File: config.mk
export PLATFORM = sky130hd
export DESIGN_NAME = row_sweep_seq
export DESIGN_NICKNAME = d
export VERILOG_FILES = /design/src/rtl/rsq_pkg.sv /design/src/rtl/rsq_col_ctr.sv /design/src/rtl/rsq_field_sub.sv /design/src/rtl/rsq_page_gate.sv /design/src/rtl/row_sweep_seq.sv
export SDC_FILE = /design/constraint.sdc
export NUM_CORES = 1
export LEC_CHECK = 0
export CORE_MARGIN = 3
export CORE_UTILIZATION = 34
export CTS_BUF_LIST = sky130_fd_sc_hd__clkbuf_2 sky130_fd_sc_hd__clkbuf_4 sky130_fd_sc_hd__clkbuf_8
export CTS_CLUSTER_SIZE = 24
export DETAILED_ROUTE_END_ITERATION = 8
export GPL_TIMING_DRIVEN = 0
export PLACE_DENSITY_LB_ADDON = 0.15
export SYNTH_ARGS = -nofsm -noshare
export SYNTH_HDL_FRONTEND = slang
export SYNTH_SLANG_ARGS = --single-unit
File: constraint.sdc
create_clock -name clk -period 1.8 [get_ports clk]
set_input_delay 0.36 -clock clk [delete_from_list [all_inputs] [get_ports clk]]
set_output_delay 0.36 -clock clk [all_outputs]
set_load 0.01 [all_outputs]
File: src/rtl/rsq_pkg.sv
package rsq_pkg;

  typedef enum logic [2:0] {
    ST_IDLE        = 3'd0,
    ST_REQ         = 3'd1,
    ST_WAIT_XLATE  = 3'd2,
    ST_QUERY       = 3'd3,
    ST_WAIT_STATUS = 3'd4,
    ST_RETIRE      = 3'd5,
    ST_DONE        = 3'd6
  } rsq_state_e;

endpackage

File: src/rtl/rsq_col_ctr.sv
module rsq_col_ctr #(
  parameter int COL_W = 5
) (
  input  logic             clk,
  input  logic             rst_n,
  input  logic             clear,
  input  logic             step,
  output logic [COL_W-1:0] col,
  output logic             last
);
  localparam logic [COL_W-1:0] COL_MAX = {COL_W{1'b1}};

  logic [COL_W-1:0] col_q;

  always_ff @(posedge clk) begin
    if (!rst_n)      col_q <= '0;
    else if (clear)  col_q <= '0;
    else if (step)   col_q <= col_q + 1'b1;
  end

  assign col  = col_q;
  assign last = (col_q == COL_MAX);
endmodule

File: src/rtl/rsq_field_sub.sv
module rsq_field_sub #(
  parameter int ADDR_W  = 28,
  parameter int COL_LSB = 1,
  parameter int COL_W   = 5
) (
  input  logic [ADDR_W-1:0] base,
  input  logic [COL_W-1:0]  col,
  output logic [ADDR_W-1:0] addr
);
  localparam int COL_MSB = COL_LSB + COL_W - 1;

  for (genvar i = 0; i < ADDR_W; i++) begin : g_bit
    if (i >= COL_LSB && i <= COL_MSB) begin : g_col
      assign addr[i] = col[i-COL_LSB];
    end else begin : g_keep
      assign addr[i] = base[i];
    end
  end
endmodule

File: src/rtl/rsq_page_gate.sv
module rsq_page_gate #(
  parameter int SYS_W      = 48,
  parameter int PAGE_SHIFT = 12,
  localparam int PFN_W     = SYS_W - PAGE_SHIFT
) (
  input  logic             clk,
  input  logic             rst_n,
  input  logic             load,
  input  logic [SYS_W-1:0] sys_addr,
  input  logic             online,
  input  logic             poisoned,
  output logic [PFN_W-1:0] pfn,
  output logic             qualify
);
  logic [PFN_W-1:0] pfn_q;
  logic             unused_offset_bits;

  assign unused_offset_bits = ^sys_addr[PAGE_SHIFT-1:0];

  always_ff @(posedge clk) begin
    if (!rst_n)    pfn_q <= '0;
    else if (load) pfn_q <= sys_addr[SYS_W-1:PAGE_SHIFT];
  end

  assign pfn     = pfn_q;
  assign qualify = online & ~poisoned;
endmodule

File: src/rtl/row_sweep_seq.sv
module row_sweep_seq #(
  parameter int ADDR_W     = 28,
  parameter int COL_LSB    = 1,
  parameter int COL_W      = 5,
  parameter int SYS_W      = 48,
  parameter int PAGE_SHIFT = 12,
  localparam int PFN_W     = SYS_W - PAGE_SHIFT
) (
  input  logic              clk,
  input  logic              rst_n,
  input  logic              start,
  input  logic [ADDR_W-1:0] err_addr,
  output logic              busy,
  output logic              done,
  output logic              xreq_valid,
  input  logic              xreq_ready,
  output logic [ADDR_W-1:0] xreq_addr,
  input  logic              xrsp_valid,
  output logic              xrsp_ready,
  input  logic              xrsp_err,
  input  logic [SYS_W-1:0]  xrsp_addr,
  output logic              pq_valid,
  input  logic              pq_ready,
  output logic [PFN_W-1:0]  pq_pfn,
  input  logic              ps_valid,
  output logic              ps_ready,
  input  logic              ps_online,
  input  logic              ps_poisoned,
  output logic              retire_valid,
  output logic [PFN_W-1:0]  retire_pfn
);
  import rsq_pkg::*;

  rsq_state_e        state_q, state_d;
  logic [ADDR_W-1:0] base_q;
  logic [COL_W-1:0]  col;
  logic              col_last;
  logic              accept;
  logic              advance;
  logic              xlate_take;
  logic              xlate_ok;
  logic              stat_take;
  logic              qualify;
  logic [PFN_W-1:0]  pfn;

  assign accept     = (state_q == ST_IDLE) && start;
  assign xlate_take = (state_q == ST_WAIT_XLATE) && xrsp_valid;
  assign xlate_ok   = xlate_take && !xrsp_err;
  assign stat_take  = (state_q == ST_WAIT_STATUS) && ps_valid;

  // A column is finished on a translation error, a rejected page, or a retire.
  assign advance = (xlate_take && xrsp_err)
                 || (stat_take && !qualify)
                 || (state_q == ST_RETIRE);

  always_ff @(posedge clk) begin
    if (!rst_n)      base_q <= '0;
    else if (accept) base_q <= err_addr;
  end

  rsq_col_ctr #(.COL_W(COL_W)) u_col (
    .clk  (clk),
    .rst_n(rst_n),
    .clear(accept),
    .step (advance && !col_last),
    .col  (col),
    .last (col_last)
  );

  rsq_field_sub #(.ADDR_W(ADDR_W), .COL_LSB(COL_LSB), .COL_W(COL_W)) u_sub (
    .base(base_q),
    .col (col),
    .addr(xreq_addr)
  );

  rsq_page_gate #(.SYS_W(SYS_W), .PAGE_SHIFT(PAGE_SHIFT)) u_gate (
    .clk     (clk),
    .rst_n   (rst_n),
    .load    (xlate_ok),
    .sys_addr(xrsp_addr),
    .online  (ps_online),
    .poisoned(ps_poisoned),
    .pfn     (pfn),
    .qualify (qualify)
  );

  always_comb begin
    state_d = state_q;
    unique case (state_q)
      ST_IDLE:        if (start) state_d = ST_REQ;
      ST_REQ:         if (xreq_ready) state_d = ST_WAIT_XLATE;
      ST_WAIT_XLATE:  if (xrsp_valid) begin
                        if (!xrsp_err)     state_d = ST_QUERY;
                        else if (col_last) state_d = ST_DONE;
                        else               state_d = ST_REQ;
                      end
      ST_QUERY:       if (pq_ready) state_d = ST_WAIT_STATUS;
      ST_WAIT_STATUS: if (ps_valid) begin
                        if (qualify)       state_d = ST_RETIRE;
                        else if (col_last) state_d = ST_DONE;
                        else               state_d = ST_REQ;
                      end
      ST_RETIRE:      state_d = col_last ? ST_DONE : ST_REQ;
      ST_DONE:        state_d = ST_IDLE;
      default:        state_d = ST_IDLE;
    endcase
  end

  always_ff @(posedge clk) begin
    if (!rst_n) state_q <= ST_IDLE;
    else        state_q <= state_d;
  end

  assign busy         = (state_q != ST_IDLE);
  assign done         = (state_q == ST_DONE);
  assign xreq_valid   = (state_q == ST_REQ);
  assign xrsp_ready   = (state_q == ST_WAIT_XLATE);
  assign pq_valid     = (state_q == ST_QUERY);
  assign ps_ready     = (state_q == ST_WAIT_STATUS);
  assign retire_valid = (state_q == ST_RETIRE);
  assign pq_pfn       = pfn;
  assign retire_pfn   = pfn;
endmodule

==> results.txt, run 1 <==
The CTS buffer count is 9. The number of nets at the end of the flow is 649. The tree is rooted in a sky130_fd_sc_hd__clkbuf_8. The library cell used most frequently in the layout, excluding fill and tap cells, is sky130_fd_sc_hd__clkdlybuf4s50_1.

Setup total negative slack on the finished layout was measured at 0 ns. The signal arrival time at the worst endpoint is 2.02 ns. The global-route total usage across every layer is 17.9%. For hold timing, the worst endpoint is base_q[15]. In this run the cell area measured after placement is 4980 um2. The max-capacitance violation count came out at 0.

The first-pass iteration count of the detailed router came out at 4. The die covers 10,300 um2. On the critical path, the stage with the largest delay is an instance of sky130_fd_sc_hd__or4b_2. The cell family contributing the most delay on the critical path is simple AND/OR/NAND/NOR gates. The critical path class is primary input to flip-flop. The number of slew-limit violations in the final report is 0. The worst-case headroom to the max-slew limit is 62.9%. The pin slew with the least headroom to its limit is 0.556 ns. The count of buffers inserted at the top-level ports came out at 175. The number of cells on the worst reg-to-reg path came out at 6. The worst hold path depth is 2. The number of top-level pins is 193.

The final worst hold slack is 0.459 ns. The worst setup path is captured at a flip-flop. The standby leakage power came out at 0.00197 uW. IR analysis of the VDD net gives a maximum drop of 543 uV. The register bit count reported by yosys is 67. The fraction of layout cells with a size suffix above 1 is 15.9%. The signed area change from the synthesized netlist to the final layout came out at 70.4%. The top achievable clock speed is 556 MHz. The portion of total power attributed to combinational logic is 33.3%. The longest clock path from root to sink contains 2 buffers. The post-synthesis cell type count is 37. The startpoint identified for the worst register-to-register timing path is state_q[2].

The count of vias placed by the detailed router came out at 3,087. The proportion of power drawn by the clock network is 29.3%. From bottom edge to top edge, the die measures 101 um.

In the routed layout, each cell is associated on average with a via count of 4.59. The startpoint identified for the worst hold timing path is base_q[15]. In this run switching power makes up 30.6% of total power. For this design the total switching power over the nets is 1430 uW. The number of diodes came out at 0. For the worst setup path, the data required time is 2.02 ns. The hold buffer count at CTS came out at 0.

The clock net in this run drives a total of 67 sinks. The summed area of non-filler cells in the final layout came out at 5270 um2. The clock slew at the register clock pins of the worst setup and hold paths is 0.07 ns. In this run, the number of DRC markers left after iteration 0 of detailed routing was 87. The antenna violation net count after detailed routing came out at 0. Setup repair after global routing could not meet its margin everywhere. The buffer and inverter count on the worst path is 1.

The routability-driven placement congestion ratio is 0.838. The element type at the critical path start is a primary input. Leaving out fill and tap cells, the most frequent cells in the layout are sky130_fd_sc_hd__clkdlybuf4s50_1, sky130_fd_sc_hd__nand2_1, sky130_fd_sc_hd__dfxtp_1, sky130_fd_sc_hd__a21boi_0, sky130_fd_sc_hd__buf_4. The final number of hold-violating endpoints is 0. The number of nets in the synthesized netlist is 464. The count of standard-cell rows is 34. The clock reaches the later pin of the worst-skew pair after 0.33 ns.

The final worst clock skew came out at 0.00615 ns. In this run the critical register-to-register path is captured at u_col.col[2]. The DRC violation count after routing is 0. The total internal power is 3250 uW. The remaining global-route overflow is 0. The total area inside the core boundary comes to 8760 um2. TritonCTS built the clock tree. After legalization and detailed placement, the total HPWL measured 7240 um. The via count of the first global-routing pass is 2,950. The worst path needs 1.80 ns of the cycle, external delays included. The final setup violation count came out at 0. The post-synthesis instance area is 3090 um2. The count of mapped cells out of synthesis came out at 375. Of the synthesized area, sequential elements account for 43.4%. The global-route wire length before repair came out at 14,600 um. For this configuration, the core starts out at a cell density of 35.3%. Of all nets on the critical path, the largest fanout is 7. The areal power density over the cells is 890 nW/um2. In this run, flip-flops and latches consume 37.4% of the power. For this run, the slowest stage of the critical path takes 0.72 ns. The average wire per standard cell is 13.9 um. The maximum number of pins on one net before global-route repair is 13.

In this run the register-to-register setup slack is 0.10 ns. The initial antenna violation count came to 0. The final cycle utilization of the critical path is 100%.

The aggregate routed wire length came out at 9350 um. Averaged over all synthesized cells, the footprint is 8.24 um2. The run finished with clean final reports.

The chip width came out at 101 um. Walking the worst path, the cells encountered are clkdlybuf4s50_1 -> or4b_2 -> and2_4 -> o211ai_1 -> o31ai_1. In this run the worst hold path is classified as flip-flop to flip-flop. The count of fill cells added during filler insertion came out at 829. The count of H-tree levels built during CTS is 3. Yosys printed 0 warnings.
## routing by layer
metal	track usage (%)	wire length (um)
met5	0	0
met4	6.13	103
met3	5.30	829
met2	30.1	4390
met1	21.9	4030
## per-stage QoR
stage / power, uW / worst slack (ns) / cells / utilization, %
floorplan: 2530 / 0.0260 / 375 / -
finish: 4690 / 0.000711 / 673 / 60.1
detailed placement: 3270 / -0.427 / 658 / 56.8
global placement: 3240 / -0.406 / 658 / 56.8
global route: 4950 / -0.0602 / 673 / 60.1
CTS: 4690 / -0.0160 / 673 / 59.6
## cells in the mapped netlist
master	instances	share of area, %
sky130_fd_sc_hd__nor2_1	3	0.36
sky130_fd_sc_hd__nand2b_4	1	0.45
sky130_fd_sc_hd__a21oi_1	3	0.49
sky130_fd_sc_hd__mux2i_1	3	0.97
sky130_fd_sc_hd__a31oi_1	4	0.81
sky130_fd_sc_hd__o2111ai_1	1	0.28
sky130_fd_sc_hd__nand2_1	126	15
sky130_fd_sc_hd__or3_1	3	0.61
sky130_fd_sc_hd__and2_1	1	0.20
sky130_fd_sc_hd__nand4b_1	1	0.28
sky130_fd_sc_hd__and2b_1	1	0.24
sky130_fd_sc_hd__o32a_1	1	0.32
sky130_fd_sc_hd__buf_6	2	0.73
sky130_fd_sc_hd__clkbuf_1	9	1.1
sky130_fd_sc_hd__nor3b_1	2	0.49
sky130_fd_sc_hd__o31ai_1	2	0.49
sky130_fd_sc_hd__nand2b_1	4	0.81
sky130_fd_sc_hd__nor3_1	4	0.65
sky130_fd_sc_hd__a21boi_0	54	13
sky130_fd_sc_hd__or4b_2	1	0.32
sky130_fd_sc_hd__o211ai_1	3	0.73
sky130_fd_sc_hd__dfxtp_1	67	43
sky130_fd_sc_hd__and2_4	1	0.28
sky130_fd_sc_hd__ha_1	3	1.2
sky130_fd_sc_hd__buf_2	9	1.5
sky130_fd_sc_hd__or4_1	1	0.24
sky130_fd_sc_hd__nand3_1	3	0.49
sky130_fd_sc_hd__nor2_2	2	0.40
sky130_fd_sc_hd__inv_1	5	0.61
sky130_fd_sc_hd__nor4b_1	1	0.28
sky130_fd_sc_hd__nand4bb_1	1	0.36
sky130_fd_sc_hd__a21boi_1	5	1.2
sky130_fd_sc_hd__and3_1	1	0.20
sky130_fd_sc_hd__a22oi_1	2	0.49
sky130_fd_sc_hd__buf_4	39	9.5
sky130_fd_sc_hd__o21ai_0	5	0.81
sky130_fd_sc_hd__o211a_1	1	0.32
## worst reg2reg max path, delay by kind of cell, from the launching register on
kind / cells / cell delay, ns
AO/OA/AOI/OAI: 1 / 0.24
buffers and inverters: 2 / 0.29
flip-flops: 1 / 0.33
AND/OR/NAND/NOR: 3 / 0.80
## cells by family after synthesis
family | synth area share [%]
AO/OA/AOI/OAI | 19.1
flip-flops | 43.4
multiplexers | 0.972
buffers and inverters | 13.4
adder cells (fa/ha/maj) | 1.21
AND/OR/NAND/NOR | 22.0
## repair_timing
item / in CTS / in global routing
setup endpoints to repair: 49 / 58
setup buffers: 1 / 0
endpoints found under the hold margin: 0 / 0
resized for setup: 29 / 15
pin swaps: 0 / 2
## worst max-delay path by stage
stage          cells past startpoint          from           end
4_1_cts                            4    state_q[0]    xreq_valid
3_5_place_dp                       6         start  u_col.col[4]
2_1_floorplan                      7  u_col.col[0]  u_col.col[3]
6_report                           5         start  u_col.col[4]
3_3_place_gp                       6         start  u_col.col[4]
5_1_grt                            5         start    base_q[20]
## layout make-up
class / count / area (um2) / share of cell area (%)
tap: 108 / 135 / 2.57
multi-input combinational: 244 / 1400 / 26.5
clock buffer: 10 / 131 / 2.49
sequential: 67 / 1350 / 25.6
inverter: 5 / 22.5 / 0.428
timing repair buffer: 176 / 1740 / 33.0
clock inverter: 6 / 90.1 / 1.71
buffer: 57 / 405 / 7.70
## power groups by stage
| stage | logic, uW | registers (uW) | clock network, uW |
|---|---|---|---|
| final | 1560 | 1750 | 1370 |
| after CTS | 1530 | 1740 | 1420 |
| after global placement | 1480 | 1760 | 0 |
| after floorplan | 721 | 1810 | 0 |
| after detailed placement | 1500 | 1770 | 0 |
| after global routing | 1700 | 1770 | 1480 |
## flip-flops by register name, indices dropped and copies added, names as in the netlist
signal / count
base_q: 23
u_col.col: 5
u_gate.pfn: 36
state_q: 3
Note: power is estimated with default switching activity, not from simulation.
==> inputs of run 2 (changes only) <==
- CORE_ASPECT_RATIO: unset -> 2
- SLEW_MARGIN: unset -> 20
==> results.txt, run 2 (synthesized netlist as in run 1, its figures left out) <==
The run finished with clean final reports. The chip width is 73.4 um (-28%). The critical path data required time is 1.44 ns (-0.58 ns). STA classifies the critical path endpoint as a primary output. The number of diodes was 0 (unchanged). The first-pass iteration count of the detailed router came to 4 (unchanged). The peak fanout along the critical path was 3 (-4).

The worst register-to-register path ends at u_col.col[3]. The CTS buffer count came out at 9 (unchanged). The remaining global-route overflow is 0 (unchanged). The number of DRC violations after detailed-routing iteration 0 is 86 (-1.1%). The half-perimeter wire length of the detailed placement result is 7180 um (-0.85%). The initial antenna violation count came to 0 (unchanged). The max-capacitance violation count is 0 (unchanged).

The top achievable clock speed is 573 MHz (+3.0%). The number of sinks on the clock net is 67 (unchanged). The fraction of layout cells with a size suffix above 1 came to 19.2% (+3.3 points). The die outline height is 141 um (+39%).

The number of cells on the worst reg-to-reg path is 7 (+1). The standby leakage power came out at 0.00205 uW (+4.0%). The worst hold path depth is 2 (unchanged). The count of standard-cell rows came out at 48 (+41%).

The full die area is 10,300 um2 (+0.67%). The final worst hold slack is 0.454 ns (-0.00554 ns). The signal arrival time at the worst endpoint is 1.39 ns (-0.63 ns). Setup repair after global routing could not meet its margin everywhere. The pin slew with the least headroom to its limit is 0.391 ns (-0.165 ns). The final number of hold-violating endpoints is 0 (unchanged). The routability-driven placement congestion ratio came out at 0.801 (-4.4%). The initial core utilization came out at 35.2% (about the same). The worst-case headroom to the max-slew limit came out at 73.9% (+11 points). The number of nets at the end of the flow came out at 662 (+2.0%). The via count of the first global-routing pass is 3,067 (+4.0%). By startpoint and endpoint, the worst setup path is classified as flip-flop to primary output. The maximum ir drop on the vdd rail came to 967 uV (+78%). The count of buffers inserted at the top-level ports is 175 (unchanged). The clock latency at the later pin of the worst-skew pair came out at 0.35 ns (+0.02 ns). The startpoint of the most critical hold path is base_q[15].

The classification of the worst-slack hold path is flip-flop to flip-flop. The global-route total usage across every layer came to 18.3% (+0.38 points). In the layout the commonest cells are sky130_fd_sc_hd__clkdlybuf4s50_1, sky130_fd_sc_hd__nand2_1, sky130_fd_sc_hd__dfxtp_1, sky130_fd_sc_hd__a21boi_0, sky130_fd_sc_hd__buf_4.

The count of fill cells added during filler insertion is 789 (-4.8%). The share of the core filled with cells in the final layout is 61.6% (+1.5 points). The maximum number of pins on one net before global-route repair came out at 13 (unchanged). The deepest clock path buffer count came out at 2 (unchanged). The internal reg-to-reg setup slack came out at 0.09 ns (about the same). The root buffer cell is sky130_fd_sc_hd__clkbuf_8. The final setup violation count is 0 (unchanged). The capture endpoint of the worst hold path is base_q[15]. The areal power density over the cells is 952 nW/um2 (+7.0%). The number of vias per cell was 4.62 (+0.61%). The average wire per standard cell came out at 13.8 um (-0.88%).

The final critical path time including I/O delays and setup came out at 1.75 ns (-0.0530 ns). The most frequent standard cell in the layout excluding fill and tap cells is sky130_fd_sc_hd__clkdlybuf4s50_1. The count of vias placed by the detailed router is 3,129 (+1.4%). The placeable core area is 8770 um2 (about the same). The aggregate routed wire length was 9330 um (-0.14%). The hold buffer count at CTS was 0 (unchanged). The DRC violation count after routing came out at 0 (unchanged). The number of top-level pins came out at 193 (unchanged).

The final cycle utilization of the critical path came out at 97.0% (-2.9 points). The count of H-tree levels built during CTS is 3 (unchanged). The number of slew-limit violations in the final report came out at 0 (unchanged). Compared with the post-synthesis result, the final layout area differs by 74.8%. The clock slew at the register clock pins of the worst setup and hold paths came out at 0.08 ns (about the same). TritonCTS built the clock tree.

The antenna violation net count after detailed routing came out at 0 (unchanged). The number of flip-flops under the largest register name came out at 36 (unchanged). The global-route wire length before repair is 14,700 um (+0.90%). The final worst clock skew is 0.00785 ns (+0.00171 ns). The worst setup path is launched from a flip-flop. The worst reg2reg path startpoint is u_col.col[1].
-- run 2: changes by cell type in the layout (fill, tap and decap cells not counted), moves of 2 or more --
cell / change
sky130_fd_sc_hd__buf_4: +12
sky130_fd_sc_hd__bufinv_16: +2
sky130_fd_sc_hd__clkbuf_2: +3
sky130_fd_sc_hd__dfxtp_1: -2
sky130_fd_sc_hd__dfxtp_2: +2
sky130_fd_sc_hd__dlygate4sd2_1: -2
sky130_fd_sc_hd__ha_2: +2
-- run 2: final cells by class --
type	instances	area (um2)	share of cell area, %
well taps	100	125	2.32
clock buffers	10	131	2.43
clock inverters	6	138	2.55
multi-input cells	244	1400	25.9
flip-flops and latches	67	1350	25.0
inverters	5	26.3	0.486
repair buffers	188	1820	33.8
plain buffers	58	408	7.55
-- run 2: worst max path at each step --
stage                           to      startpoint  slack (ns)
finish              retire_pfn[28]  u_gate.pfn[28]        0.05
global route            xreq_valid      state_q[0]       -0.02
CTS                   retire_valid      state_q[2]       -0.06
detailed placement    u_col.col[4]           start       -0.42
global placement      u_col.col[1]           start       -0.38
floorplan             u_col.col[3]    u_col.col[0]        0.03
-- run 2: critical path, cell delays in order, from the launching register on --
cell and delay [ns]:
sky130_fd_sc_hd__dfxtp_1 0.39, sky130_fd_sc_hd__buf_4 0.12, sky130_fd_sc_hd__clkdlybuf4s50_1 0.53
-- run 2: layer usage --
metal  track usage, %  vias to the layer above  wire length (um)
li1                 -                     1590                 -
met1             18.9                     1376              3390
met2             32.7                      139              4950
met3             4.57                       24               670
met4             9.55                        0               321
met5                0                        -                 0
-- run 2: what timing repair did --
item,in CTS,in global routing
hold endpoints to repair,0,0
resized for setup,39,16
pin swaps,0,3
endpoints found under the setup margin,44,28
buffers inserted,6,7
-- run 2: power breakdown --
group,internal (uW),switching [uW]
clock,1080,587
sequential,1640,98.8
combinational,932,802
total,3660,1490
-- run 2: stage by stage --
| stage | instance area (um2) | power [uW] | worst slack [ns] | TNS, ns | std cells |
|---|---|---|---|---|---|
| 6_report | 5400 | 5140 | 0.0538 | 0 | 678 |
| 5_1_grt | 5400 | 5410 | -0.0181 | -0.0233 | 678 |
| 3_5_place_dp | 4970 | 3270 | -0.420 | -16.94 | 650 |
| 3_3_place_gp | 4970 | 3240 | -0.379 | -15.98 | 650 |
| 4_1_cts | 5330 | 5080 | -0.0631 | -0.0708 | 671 |
| 2_1_floorplan | 3090 | 2530 | 0.0260 | 0 | 375 |
